**src/rtl/rate_pkg.sv**
```systemverilog
package rate_pkg;
  typedef struct packed {
    logic [3:0] tens;
    logic [3:0] ones;
  } bcd2_t;

  localparam logic [3:0] DIGIT_MAX = 4'd9;
endpackage

```
**src/rtl/rate_timebase.sv**
```systemverilog
module rate_timebase #(
  parameter int unsigned CLK_HZ      = 50_000_000,
  parameter bit          HALF_WINDOW = 1'b0
) (
  input  logic clk_i,
  input  logic rst_ni,
  output logic gate_o
);
  localparam int unsigned WIN = HALF_WINDOW ? (CLK_HZ / 2) : CLK_HZ;
  localparam int unsigned CW  = (WIN > 2) ? $clog2(WIN) : 1;

  logic [CW-1:0] cnt_q, cnt_d;

  always_comb begin
    gate_o = (cnt_q == CW'(WIN - 1));
    cnt_d  = gate_o ? '0 : cnt_q + CW'(1);
  end

  always_ff @(posedge clk_i or negedge rst_ni) begin
    if (!rst_ni) cnt_q <= '0;
    else         cnt_q <= cnt_d;
  end


  win_range_chk: assert property (@(posedge clk_i) disable iff (!rst_ni)
    cnt_q <= CW'(WIN - 1));
endmodule

```
**src/rtl/rate_edge_sync.sv**
```systemverilog
module rate_edge_sync (
  input  logic clk_i,
  input  logic rst_ni,
  input  logic enc_i,
  output logic rise_o
);
  logic [2:0] stg_q, stg_d;

  always_comb begin
    stg_d  = {stg_q[1:0], enc_i};
    rise_o = stg_q[1] & ~stg_q[2];
  end

  always_ff @(posedge clk_i or negedge rst_ni) begin
    if (!rst_ni) stg_q <= '0;
    else         stg_q <= stg_d;
  end


  single_rise_chk: assert property (@(posedge clk_i) disable iff (!rst_ni)
    rise_o |=> !rise_o);
endmodule

```
**src/rtl/bcd_gate_counter.sv**
```systemverilog
module bcd_gate_counter
  import rate_pkg::*;
(
  input  logic  clk_i,
  input  logic  rst_ni,
  input  logic  rise_i,
  input  logic  gate_i,
  output bcd2_t hold_o,
  output logic  load_o
);
  bcd2_t cnt_q, cnt_d, inc, hold_q, hold_d;
  logic  load_q, load_d;

  always_comb begin
    inc = cnt_q;
    if (cnt_q.ones != DIGIT_MAX) begin
      inc.ones = cnt_q.ones + 4'd1;
    end else if (cnt_q.tens != DIGIT_MAX) begin
      inc.ones = 4'd0;
      inc.tens = cnt_q.tens + 4'd1;
    end
  end

  always_comb begin
    hold_d = hold_q;
    load_d = gate_i;
    if (gate_i) begin
      hold_d = cnt_q;
      cnt_d  = rise_i ? bcd2_t'(8'h01) : bcd2_t'(8'h00);
    end else begin
      cnt_d  = rise_i ? inc : cnt_q;
    end
  end

  always_ff @(posedge clk_i or negedge rst_ni) begin
    if (!rst_ni) begin
      cnt_q  <= '0;
      hold_q <= '0;
      load_q <= 1'b0;
    end else begin
      cnt_q  <= cnt_d;
      hold_q <= hold_d;
      load_q <= load_d;
    end
  end

  assign hold_o = hold_q;
  assign load_o = load_q;


  digit_range_chk: assert property (@(posedge clk_i) disable iff (!rst_ni)
    (cnt_q.ones <= DIGIT_MAX) && (cnt_q.tens <= DIGIT_MAX));

  sat_hold_chk: assert property (@(posedge clk_i) disable iff (!rst_ni)
    (cnt_q == bcd2_t'(8'h99) && !gate_i) |=> cnt_q == bcd2_t'(8'h99));

  hold_stable_chk: assert property (@(posedge clk_i) disable iff (!rst_ni)
    !gate_i |=> $stable(hold_q));
endmodule

```
**src/rtl/rate_compare.sv**
```systemverilog
module rate_compare
  import rate_pkg::*;
#(
  parameter logic [3:0] SP_LOW  = 4'd3,
  parameter logic [3:0] SP_MID  = 4'd6,
  parameter logic [3:0] SP_HIGH = 4'd9
) (
  input  bcd2_t      rate_i,
  input  logic [2:0] sel_i,
  output logic       eq_o,
  output logic       gt_o,
  output logic       lt_o
);
  logic [3:0] sp;
  logic [7:0] sp_bcd;

  always_comb begin
    if (sel_i[2])      sp = SP_HIGH;
    else if (sel_i[1]) sp = SP_MID;
    else if (sel_i[0]) sp = SP_LOW;
    else               sp = 4'd0;
    sp_bcd = {4'd0, sp};
    eq_o = (rate_i == sp_bcd);
    gt_o = (rate_i >  sp_bcd);
    lt_o = (rate_i <  sp_bcd);
  end
endmodule

```
**src/rtl/pulse_rate_meter.sv**
```systemverilog
module pulse_rate_meter
  import rate_pkg::*;
#(
  parameter int unsigned CLK_HZ      = 50_000_000,
  parameter bit          HALF_WINDOW = 1'b0
) (
  input  logic       clk_i,
  input  logic       rst_ni,
  input  logic       enc_i,
  input  logic [2:0] sel_i,
  output logic [7:0] rate_bcd_o,
  output logic       rate_valid_o,
  output logic       eq_o,
  output logic       gt_o,
  output logic       lt_o
);
  logic [1:0] rst_sync_q;
  logic       rst_n_int;
  logic       rise, gate;
  bcd2_t      hold;

  always_ff @(posedge clk_i or negedge rst_ni) begin
    if (!rst_ni) rst_sync_q <= '0;
    else         rst_sync_q <= {rst_sync_q[0], 1'b1};
  end
  assign rst_n_int = rst_sync_q[1];

  rate_timebase #(.CLK_HZ(CLK_HZ), .HALF_WINDOW(HALF_WINDOW)) u_tb (
    .clk_i (clk_i), .rst_ni(rst_n_int), .gate_o(gate));

  rate_edge_sync u_sync (
    .clk_i(clk_i), .rst_ni(rst_n_int), .enc_i(enc_i), .rise_o(rise));

  bcd_gate_counter u_cnt (
    .clk_i(clk_i), .rst_ni(rst_n_int), .rise_i(rise), .gate_i(gate),
    .hold_o(hold), .load_o(rate_valid_o));

  rate_compare u_cmp (
    .rate_i(hold), .sel_i(sel_i), .eq_o(eq_o), .gt_o(gt_o), .lt_o(lt_o));

  assign rate_bcd_o = hold;


  valid_pulse_chk: assert property (@(posedge clk_i) disable iff (!rst_n_int)
    rate_valid_o |=> !rate_valid_o);

  flag_onehot_chk: assert property (@(posedge clk_i) disable iff (!rst_n_int)
    $countones({eq_o, gt_o, lt_o}) == 1);

  out_change_chk: assert property (@(posedge clk_i) disable iff (!rst_n_int)
    !$stable(rate_bcd_o) |-> rate_valid_o);
endmodule

```
**config.mk**
```make
export PLATFORM = sky130hd
export DESIGN_NAME = pulse_rate_meter
export DESIGN_NICKNAME = d
export VERILOG_FILES = /design/src/rtl/rate_pkg.sv /design/src/rtl/rate_timebase.sv /design/src/rtl/rate_edge_sync.sv /design/src/rtl/bcd_gate_counter.sv /design/src/rtl/rate_compare.sv /design/src/rtl/pulse_rate_meter.sv
export SDC_FILE = /design/constraint.sdc
export NUM_CORES = 1
export LEC_CHECK = 0
export BUFFER_PORTS_ARGS = -buffer_cell sky130_fd_sc_hd__clkbuf_2
export CORE_UTILIZATION = 59
export DETAILED_ROUTE_END_ITERATION = 10
export PLACE_DENSITY = 0.87
export SYNTH_ARGS = -nofsm -noshare
export SYNTH_HDL_FRONTEND = slang
export SYNTH_SLANG_ARGS = --single-unit
export TNS_END_PERCENT = 1
```
**constraint.sdc**
```tcl
create_clock -name clk_i -period 2.5 [get_ports clk_i]
set_clock_uncertainty 0.15 [all_clocks]
set_input_delay 0.5 -clock clk_i [delete_from_list [all_inputs] [get_ports clk_i]]
set_output_delay 0.5 -clock clk_i [all_outputs]
set_load 0.1 [all_outputs]
```
==> results of run 1 <==
==> what timing repair did <==
action	4_1_cts	5_1_grt
resized for setup	4	3
pin swaps	0	0
setup endpoints to repair	2	2
setup buffers	0	1
endpoints found under the hold margin	2	0
hold buffers	1	0
==> state kept, by name (all words and copies together) (netlist names) <==
signal,count
u_tb.cnt_q,26
u_cnt.cnt_q,8
u_cnt.hold_o,8
u_sync.stg_q,3
rst_sync_q,2
u_cnt.load_o,1
==> per-stage QoR <==
step	setup WS (ns)	setup TNS [ns]
after global placement	0.00110	0
after floorplan	-0.139	-0.271
after detailed placement	-0.0756	-0.124
final	0.00480	0
after global routing	-0.0441	-0.0791
after CTS	-0.00742	-0.00742
==> final timing paths <==
kind,to,slack (ns),cells past startpoint
min in group asynchronous,u_cnt.cnt_q[2],0.27,0
min reg2reg,u_sync.stg_q[1],0.21,0
min,u_sync.stg_q[0],0.15,1
max reg2reg,u_cnt.hold_o[7],0.34,6
max,lt_o,0.005,4
max in group asynchronous,u_cnt.hold_o[7],1.24,0
==> cells by family (layout without fill, tap and decap cells) <==
logic type | Yosys count | count (layout) | share of synthesized area, %
AND/OR/NAND/NOR | 92 | 92 | 22.9
flip-flops | 48 | 48 | 50.6
other | 1 | 1 | 0.158
buffers and inverters | 13 | 38 | 2.90
multiplexers | 10 | 10 | 4.69
XOR/XNOR | 18 | 18 | 6.64
AO/OA/AOI/OAI | 29 | 29 | 7.33
adder cells (fa/ha/maj) | 9 | 9 | 4.74
==> cell usage after synthesis, drive strengths merged (2+ instances only) <==
| master | n | area share [%] |
|---|---|---|
| a21oi | 11 | 2.3 |
| and2 | 4 | 1.1 |
| and3 | 4 | 1.1 |
| and4 | 7 | 2.6 |
| buf | 5 | 1.6 |
| clkbuf | 3 | 0.47 |
| dfrtp | 48 | 51 |
| ha | 9 | 4.7 |
| inv | 5 | 0.79 |
| mux2 | 9 | 4.3 |
| nand2 | 12 | 1.9 |
| nand3 | 13 | 3.8 |
| nand3b | 2 | 0.63 |
| nand4 | 9 | 2.4 |
| nor2 | 17 | 2.7 |
| nor2b | 4 | 1.1 |
| nor3 | 6 | 1.7 |
| o21a | 2 | 0.63 |
| o21ai | 8 | 1.7 |
| o31ai | 6 | 1.9 |
| or3 | 5 | 1.3 |
| or4 | 4 | 1.3 |
| xnor2 | 8 | 3.0 |
| xor2 | 10 | 3.7 |
==> critical path: cells and delay by family, from the launching register on <==
family | cells | cell delay [ns]
flip-flops | 1 | 0.49
buffers and inverters | 1 | 0.16
AND/OR/NAND/NOR | 3 | 0.89
==> where the power goes <==
group / internal (W) / leakage (nW) / total, W / switching (W)
clock network: 0.000296 / 0.0541 / 0.000548 / 0.000252
registers: 0.000816 / 0.627 / 0.000882 / 0.0000666
logic: 0.0000704 / 0.583 / 0.000151 / 0.0000810
==> metal layers <==
| metal | GRT usage, % | wire (um) | vias up |
|---|---|---|---|
| met5 | 0 | 0 | - |
| li1 | - | - | 831 |
| met3 | 5.03 | 140 | 8 |
| met2 | 42.0 | 2290 | 38 |
| met1 | 33.3 | 2090 | 882 |
| met4 | 10.1 | 84 | 0 |
==> area by class of cell <==
| type | count | area [um^2] |
|---|---|---|
| repair buffers | 25 | 205 |
| multi-input cells | 159 | 1150 |
| fillers | 249 | 1000 |
| well taps | 48 | 60.1 |
| inverters | 5 | 18.8 |
| flip-flops and latches | 48 | 1220 |
| clock inverters | 3 | 42.5 |
| clock buffers | 5 | 68.8 |
==> metrics.txt, run 1 <==
# TYPE chip_impl_metric gauge
chip_impl_metric{name="worstPathArrival",unit="ns"} 1.85
chip_impl_metric{name="count_of_flip_flops_with_a_built_in_enable_after_synthesis",unit=""} 0
chip_impl_metric{name="clk_pin_slew_worst_paths",unit="ns"} 0.09
chip_impl_metric{name="max_cap_violations",unit=""} 0
chip_impl_metric{name="cts-root-to-sink-buffers",unit=""} 2
chip_impl_metric{name="share_of_final_layout_standard_cells_stronger_than_drive_strength_1",unit="%"} 23.3
chip_impl_metric{name="finalCriticalPeriod",unit="ns"} 2.50
chip_impl_info{name="timing_worst_setup_path_type",value="reg -> out"} 1
chip_impl_metric{name="design.die.area",unit="um^2"} 4280
chip_impl_metric{name="drc",unit=""} 0
chip_impl_metric{name="global_route_wire_length_before_repair",unit="um"} 8200
chip_impl_metric{name="layout-area-overhead-vs-synth",unit="%"} 16.6
chip_impl_metric{name="gp_congestion",unit=""} 0.871
chip_impl_metric{name="vdd.ir_drop.worst",unit="V"} 0.000637
chip_impl_metric{name="drtIter0Drc",unit=""} 44
chip_impl_metric{name="viasPerCell",unit=""} 6.00
chip_impl_metric{name="report.final.setup_viol",unit=""} 0
chip_impl_metric{name="pin_count",unit=""} 18
chip_impl_metric{name="floorplan.die.height",unit="um"} 65.4
chip_impl_metric{name="finalNetCount",unit=""} 259
chip_impl_info{name="layout_commonest_cell",value="sky130_fd_sc_hd__dfrtp_1"} 1
chip_impl_metric{name="initial_core_util",unit="%"} 62.9
chip_impl_metric{name="via_count",unit=""} 1759
chip_impl_metric{name="period_utilization",unit="%"} 99.8
chip_impl_metric{name="netlist_instances",unit=""} 220
chip_impl_metric{name="design.core.area",unit="um^2"} 3770
chip_impl_info{name="regToRegStartpoint",value="u_tb.cnt_q[0]"} 1
chip_impl_info{name="rsz0062_at_grt",value="true"} 1
chip_impl_metric{name="crit_required",unit="ns"} 1.85
chip_impl_info{name="crit_start",value="u_cnt.hold_o[5]"} 1
chip_impl_info{name="top_ff_cell_synth",value="sky130_fd_sc_hd__dfrtp_1"} 1
chip_impl_info{name="cp_slowest_cell",value="sky130_fd_sc_hd__or4_4"} 1
chip_impl_metric{name="finalHoldViolations",unit=""} 0
chip_impl_metric{name="layoutNonFillerInstCount",unit=""} 293
chip_impl_metric{name="placed_standard_cell_area",unit="um^2"} 2620
chip_impl_metric{name="grt_pass1_vias",unit=""} 1793
chip_impl_metric{name="dr.pass1.iters",unit=""} 4
chip_impl_metric{name="mappedNetlistArea",unit="um^2"} 2370
chip_impl_info{name="final_cell_mix",value="sky130_fd_sc_hd__dfrtp_1, sky130_fd_sc_hd__nor2_1, sky130_fd_sc_hd__clkbuf_2, sky130_fd_sc_hd__nand2_1, sky130_fd_sc_hd__nand3_1"} 1
chip_impl_metric{name="design_area",unit="um^2"} 2770
chip_impl_metric{name="synth_fp_nets",unit=""} 235
chip_impl_metric{name="final_core_utilization",unit="%"} 73.4
chip_impl_info{name="hold_path_startpoint",value="enc_i"} 1
chip_impl_metric{name="antenna-diode-count",unit=""} 0
chip_impl_metric{name="wirelength",unit="um"} 4610
chip_impl_metric{name="yosys.cell_types.count",unit=""} 38
chip_impl_metric{name="synth_warnings",unit=""} 0
chip_impl_metric{name="slew_headroom",unit="%"} 37.5
chip_impl_metric{name="worstPathMaxFanout",unit=""} 3
chip_impl_metric{name="clk-insertion-delay-late",unit="ns"} 0.30
chip_impl_metric{name="htree_num_levels",unit=""} 2
chip_impl_info{name="run_status",value="complete, no violations"} 1
chip_impl_metric{name="power_density",unit="nW/um^2"} 572
chip_impl_metric{name="fin_hold_ws",unit="ns"} 0.147
chip_impl_metric{name="post_synth_arst_share",unit="%"} 100
chip_impl_metric{name="num_rows",unit=""} 22
chip_impl_info{name="tritoncts",value="yes"} 1
chip_impl_metric{name="final_max_slew_viol_count",unit=""} 0
chip_impl_metric{name="yosysSeqAreaShare",unit="%"} 50.6
chip_impl_metric{name="wirelength_per_cell",unit="um"} 15.7
chip_impl_metric{name="dp_hpwl",unit="um"} 3070
chip_impl_info{name="crit_path_end_kind",value="primary output"} 1
chip_impl_metric{name="port_buffers",unit=""} 17
chip_impl_metric{name="grt_max_degree",unit=""} 47
chip_impl_metric{name="synthesis.area_per_instance",unit="um^2"} 10.8
chip_impl_metric{name="achievable-frequency",unit="MHz"} 401
chip_impl_info{name="path_cells",value="or4_4, nor2_4, and2_4, buf_12"} 1
chip_impl_metric{name="numCtsBuffers",unit=""} 5
chip_impl_metric{name="antenna_violating_nets_post_route",unit=""} 0
chip_impl_metric{name="static_leakage_power",unit="nW"} 1.26
chip_impl_metric{name="global_route.usage.total",unit="%"} 25.6
chip_impl_metric{name="grt_antenna_before_repair",unit=""} 0
chip_impl_metric{name="clock_sink_count",unit=""} 48
chip_impl_info{name="root_buffer",value="sky130_fd_sc_hd__clkbuf_8"} 1
chip_impl_info{name="hold_path_class",value="in -> reg"} 1
chip_impl_metric{name="die_w",unit="um"} 65.4
chip_impl_metric{name="post-place-cells",unit=""} 283
chip_impl_info{name="startpoint_class",value="register"} 1
chip_impl_metric{name="crit_path_max_incr_delay",unit="ns"} 0.58
chip_impl_metric{name="p_total",unit="W"} 0.00158
chip_impl_metric{name="worst-slew-pin-transition",unit="ns"} 0.938
chip_impl_metric{name="synth_seq_cells",unit=""} 48
chip_impl_metric{name="globalRoute.totalOverflow",unit=""} 0
(Power assumes the default switching activity.)
==> run 2, diff against run 1 <==
--- a/config.mk
+++ b/config.mk
@@ -7,6 +7,8 @@
 export LEC_CHECK = 0
+export ABC_AREA = 1
 export BUFFER_PORTS_ARGS = -buffer_cell sky130_fd_sc_hd__clkbuf_2
-export CORE_UTILIZATION = 59
+export CAP_MARGIN = 0
+export CORE_UTILIZATION = 60
 export DETAILED_ROUTE_END_ITERATION = 10
-export PLACE_DENSITY = 0.87
+export PLACE_DENSITY = 0.88
 export SYNTH_ARGS = -nofsm -noshare
==> constraint.sdc (replaced) <==
create_clock -name clk_i -period 2.5 [get_ports clk_i]
set_clock_uncertainty 0.15 [all_clocks]
set_input_delay 0.125 -clock clk_i [delete_from_list [all_inputs] [get_ports clk_i]]
set_output_delay 0.125 -clock clk_i [all_outputs]
set_load 0.1 [all_outputs]
==> run 2 against run 1 <==
Against the previous run:
- first-iteration DRC count grew to 4.4 times the previous value
- register-to-register slack gained 0.19 ns
- flip-flop and latch count stayed put
- synthesized area increased by 17%
- sequential share of layout area down 5.0 points
- via count up 38%
- critical path type unchanged
- critical endpoint is now gt_o
==> metrics.txt, run 2 <==
# TYPE chip_impl_metric gauge
chip_impl_info{name="run_status",value="complete, no violations"} 1
chip_impl_info{name="path_cells",value="ha_4, inv_1, nor2_1, nor2_1, o21ai_2, clkinvlp_4, nor2_4, clkbuf_2"} 1
chip_impl_metric{name="globalRoute.totalOverflow",unit=""} 0
chip_impl_info{name="post-synth-top-area-cell",value="sky130_fd_sc_hd__dfrtp_1"} 1
chip_impl_metric{name="sw_frac_of_total",unit="%"} 23.4
chip_impl_metric{name="htree_num_levels",unit=""} 2
chip_impl_metric{name="antenna_violating_nets_post_route",unit=""} 0
chip_impl_metric{name="finalCriticalPeriod",unit="ns"} 2.39
chip_impl_info{name="top_ff_cell_synth",value="sky130_fd_sc_hd__dfrtp_1"} 1
chip_impl_metric{name="achievable-frequency",unit="MHz"} 418
chip_impl_metric{name="final_core_utilization",unit="%"} 70.9
chip_impl_metric{name="yosys.cell_types.count",unit=""} 29
chip_impl_metric{name="period_utilization",unit="%"} 95.8
chip_impl_metric{name="drc",unit=""} 0
chip_impl_metric{name="crit_path_max_incr_delay",unit="ns"} 0.51
chip_impl_metric{name="grt_max_degree",unit=""} 47
chip_impl_metric{name="cts-root-to-sink-buffers",unit=""} 2
chip_impl_metric{name="area.sequential",unit="um^2"} 1220
chip_impl_metric{name="viasPerCell",unit=""} 5.55
chip_impl_metric{name="worstPathArrival",unit="ns"} 2.12
chip_impl_metric{name="crit_required",unit="ns"} 2.23
chip_impl_metric{name="post_synth_arst_share",unit="%"} 100
chip_impl_metric{name="grt_antenna_before_repair",unit=""} 0
chip_impl_info{name="startpoint_class",value="register"} 1
chip_impl_metric{name="synth_warnings",unit=""} 0
chip_impl_info{name="hold_path_class",value="reg -> reg"} 1
chip_impl_metric{name="design.core.area",unit="um^2"} 4410
chip_impl_metric{name="buffers_inserted_during_post_cts_setup_optimization",unit=""} 0
chip_impl_metric{name="design.die.area",unit="um^2"} 4920
chip_impl_metric{name="dp_hpwl",unit="um"} 4180
chip_impl_metric{name="drtIter0Drc",unit=""} 193
chip_impl_info{name="root_buffer",value="sky130_fd_sc_hd__clkbuf_8"} 1
chip_impl_metric{name="gp_congestion",unit=""} 0.946
chip_impl_metric{name="clk_pin_slew_worst_paths",unit="ns"} 0.09
chip_impl_metric{name="cp_num_cells",unit=""} 8
chip_impl_metric{name="numCtsBuffers",unit=""} 5
chip_impl_metric{name="die_w",unit="um"} 70.1
chip_impl_metric{name="worstPathMaxFanout",unit=""} 3
chip_impl_metric{name="netlist_instances",unit=""} 361
chip_impl_info{name="regToRegStartpoint",value="u_tb.cnt_q[0]"} 1
chip_impl_metric{name="via_count",unit=""} 2426
chip_impl_info{name="layout_commonest_cell",value="sky130_fd_sc_hd__nand2_1"} 1
chip_impl_metric{name="total_switching_power",unit="W"} 0.000381
chip_impl_metric{name="report.final.setup_viol",unit=""} 0
chip_impl_metric{name="synth_fp_nets",unit=""} 376
chip_impl_metric{name="r2r.worst_path.cells",unit=""} 8
chip_impl_metric{name="port_buffers",unit=""} 17
chip_impl_metric{name="largest_reg_flops",unit=""} 26
chip_impl_info{name="crit_start",value="u_cnt.hold_o[1]"} 1
chip_impl_info{name="timing_worst_setup_path_type",value="reg -> out"} 1
chip_impl_info{name="crit_path_end_kind",value="primary output"} 1
chip_impl_metric{name="global_route_wire_length_before_repair",unit="um"} 9970
chip_impl_metric{name="static_leakage_power",unit="nW"} 1.57
chip_impl_metric{name="dr.pass1.iters",unit=""} 6
chip_impl_info{name="final_cell_mix",value="sky130_fd_sc_hd__nand2_1, sky130_fd_sc_hd__nor2_1, sky130_fd_sc_hd__inv_1, sky130_fd_sc_hd__dfrtp_1, sky130_fd_sc_hd__clkbuf_2"} 1
chip_impl_info{name="rsz0062_at_grt",value="false"} 1
chip_impl_metric{name="combPwrFrac",unit="%"} 7.3
chip_impl_metric{name="finalHoldViolations",unit=""} 0
chip_impl_metric{name="wirelength",unit="um"} 5740
chip_impl_metric{name="cts-resized-gates",unit=""} 0
chip_impl_metric{name="wirelength_per_cell",unit="um"} 13.1
chip_impl_metric{name="pin_count",unit=""} 18
chip_impl_metric{name="regToRegSetupSlack",unit="ns"} 0.53
chip_impl_metric{name="initial_core_util",unit="%"} 63.1
chip_impl_metric{name="yosysSeqAreaShare",unit="%"} 43.1
chip_impl_metric{name="antenna-diode-count",unit=""} 0
chip_impl_metric{name="synth_seq_cells",unit=""} 48
chip_impl_metric{name="mappedNetlistArea",unit="um^2"} 2790
chip_impl_info{name="synth_top_cells_by_count",value="sky130_fd_sc_hd__nand2_1, sky130_fd_sc_hd__nor2_1, sky130_fd_sc_hd__inv_1, sky130_fd_sc_hd__dfrtp_1, sky130_fd_sc_hd__nand3_1"} 1
chip_impl_metric{name="layout-area-overhead-vs-synth",unit="%"} 12.4
chip_impl_info{name="crit-reg2reg-capture",value="u_cnt.cnt_q[5]"} 1
chip_impl_info{name="largest-register",value="u_tb.cnt_q"} 1
chip_impl_info{name="crit_path_frequent_cell",value="sky130_fd_sc_hd__nor2_1"} 1
chip_impl_info{name="yosysMostFrequentCell",value="sky130_fd_sc_hd__nand2_1"} 1
chip_impl_metric{name="power.share.sequential",unit="%"} 51.5
chip_impl_metric{name="max_cap_violations",unit=""} 0
chip_impl_metric{name="path_buf_inv",unit=""} 3
chip_impl_metric{name="final.fill_count",unit=""} 334
chip_impl_metric{name="power_density",unit="nW/um^2"} 519
chip_impl_info{name="tritoncts",value="yes"} 1
chip_impl_info{name="cp_slowest_cell",value="sky130_fd_sc_hd__dfrtp_4"} 1
chip_impl_metric{name="grt_pass1_vias",unit=""} 2227
chip_impl_metric{name="cts_hold_buffers",unit=""} 3
chip_impl_info{name="critPathTopFamily",value="buffers and inverters"} 1
chip_impl_metric{name="multi_input_area",unit="um^2"} 1390
chip_impl_info{name="cell_types_with_the_largest_area_share_after_synthesis",value="sky130_fd_sc_hd__dfrtp_1, sky130_fd_sc_hd__nand2_1, sky130_fd_sc_hd__nor2_1"} 1
chip_impl_metric{name="fin_hold_ws",unit="ns"} 0.208
chip_impl_metric{name="synthesis.area_per_instance",unit="um^2"} 7.72
chip_impl_metric{name="p_int",unit="W"} 0.00124
chip_impl_metric{name="clock_sink_count",unit=""} 48
chip_impl_metric{name="vdd.ir_drop.worst",unit="V"} 0.000655
chip_impl_metric{name="synth.top_cell.area_share",unit="%"} 43.1
chip_impl_metric{name="clkPwrFrac",unit="%"} 41.2
chip_impl_metric{name="final_max_slew_viol_count",unit=""} 0
chip_impl_metric{name="count_of_flip_flops_with_a_built_in_enable_after_synthesis",unit=""} 0
chip_impl_metric{name="clk-insertion-delay-late",unit="ns"} 0.30
chip_impl_metric{name="num_rows",unit=""} 24
chip_impl_metric{name="global_route.usage.total",unit="%"} 26.0
chip_impl_metric{name="floorplan.die.height",unit="um"} 70.1
chip_impl_metric{name="share_of_final_layout_standard_cells_stronger_than_drive_strength_1",unit="%"} 17.7
chip_impl_metric{name="worst-slew-pin-transition",unit="ns"} 0.963
chip_impl_metric{name="p_total",unit="W"} 0.00163
chip_impl_metric{name="finalNetCount",unit=""} 399
chip_impl_info{name="worstSetupEndpoint",value="gt_o"} 1
chip_impl_metric{name="slew_headroom",unit="%"} 35.8
-- run 2: metal layers --
metal	vias to the layer above	GRT usage, %	wire, um
li1	1177	-	-
met1	1157	34.1	2550
met2	78	43.2	2780
met3	14	6.06	303
met4	0	7.33	97
met5	-	0	0
-- run 2: per-stage QoR --
step	setup slack, ns	TNS (ns)	area (um^2)	instances
after floorplan	-0.127	-0.127	2860	361
after global placement	0.470	0	2960	426
after detailed placement	0.392	0	2960	426
after CTS	0.0952	0	3130	437
after global routing	0.0281	0	3130	437
final	0.106	0	3130	437
-- run 2: kinds of logic after synthesis --
family | synth area share, %
DFF | 43.1
xor gates and xnor gates | 3.77
adders and majority gates | 4.04
other | 0.135
AOI/OAI and AO/OA | 6.60
buffers and inverters | 8.67
and+or+nand+nor | 33.7
-- run 2: worst min path at each step --
stage,start,to,depth (start not counted)
2_1_floorplan,rst_ni,rst_sync_q[0],0
3_3_place_gp,rst_ni,rst_sync_q[0],1
3_5_place_dp,rst_ni,rst_sync_q[0],1
4_1_cts,u_sync.stg_q[0],u_sync.stg_q[1],0
5_1_grt,u_sync.stg_q[0],u_sync.stg_q[1],0
6_report,u_sync.stg_q[0],u_sync.stg_q[1],0
-- run 2: cell type report --
cell class                 count  share of cell area (%)
clock buffer                   5                    2.20
clock inverter                 3                    2.20
inverter                      52                    6.39
multi-input combinational    257                    44.4
sequential                    48                    39.0
tap                           52                    2.08
timing repair buffer          20                    3.68
-- run 2: power by group through the flow --
stage	combinational (W)	sequential, W	clock, W
floorplan	0.0000936	0.000844	0
global placement	0.000110	0.000853	0
detailed placement	0.000116	0.000854	0
CTS	0.000120	0.000838	0.000674
global route	0.000137	0.000844	0.000712
finish	0.000119	0.000838	0.000669
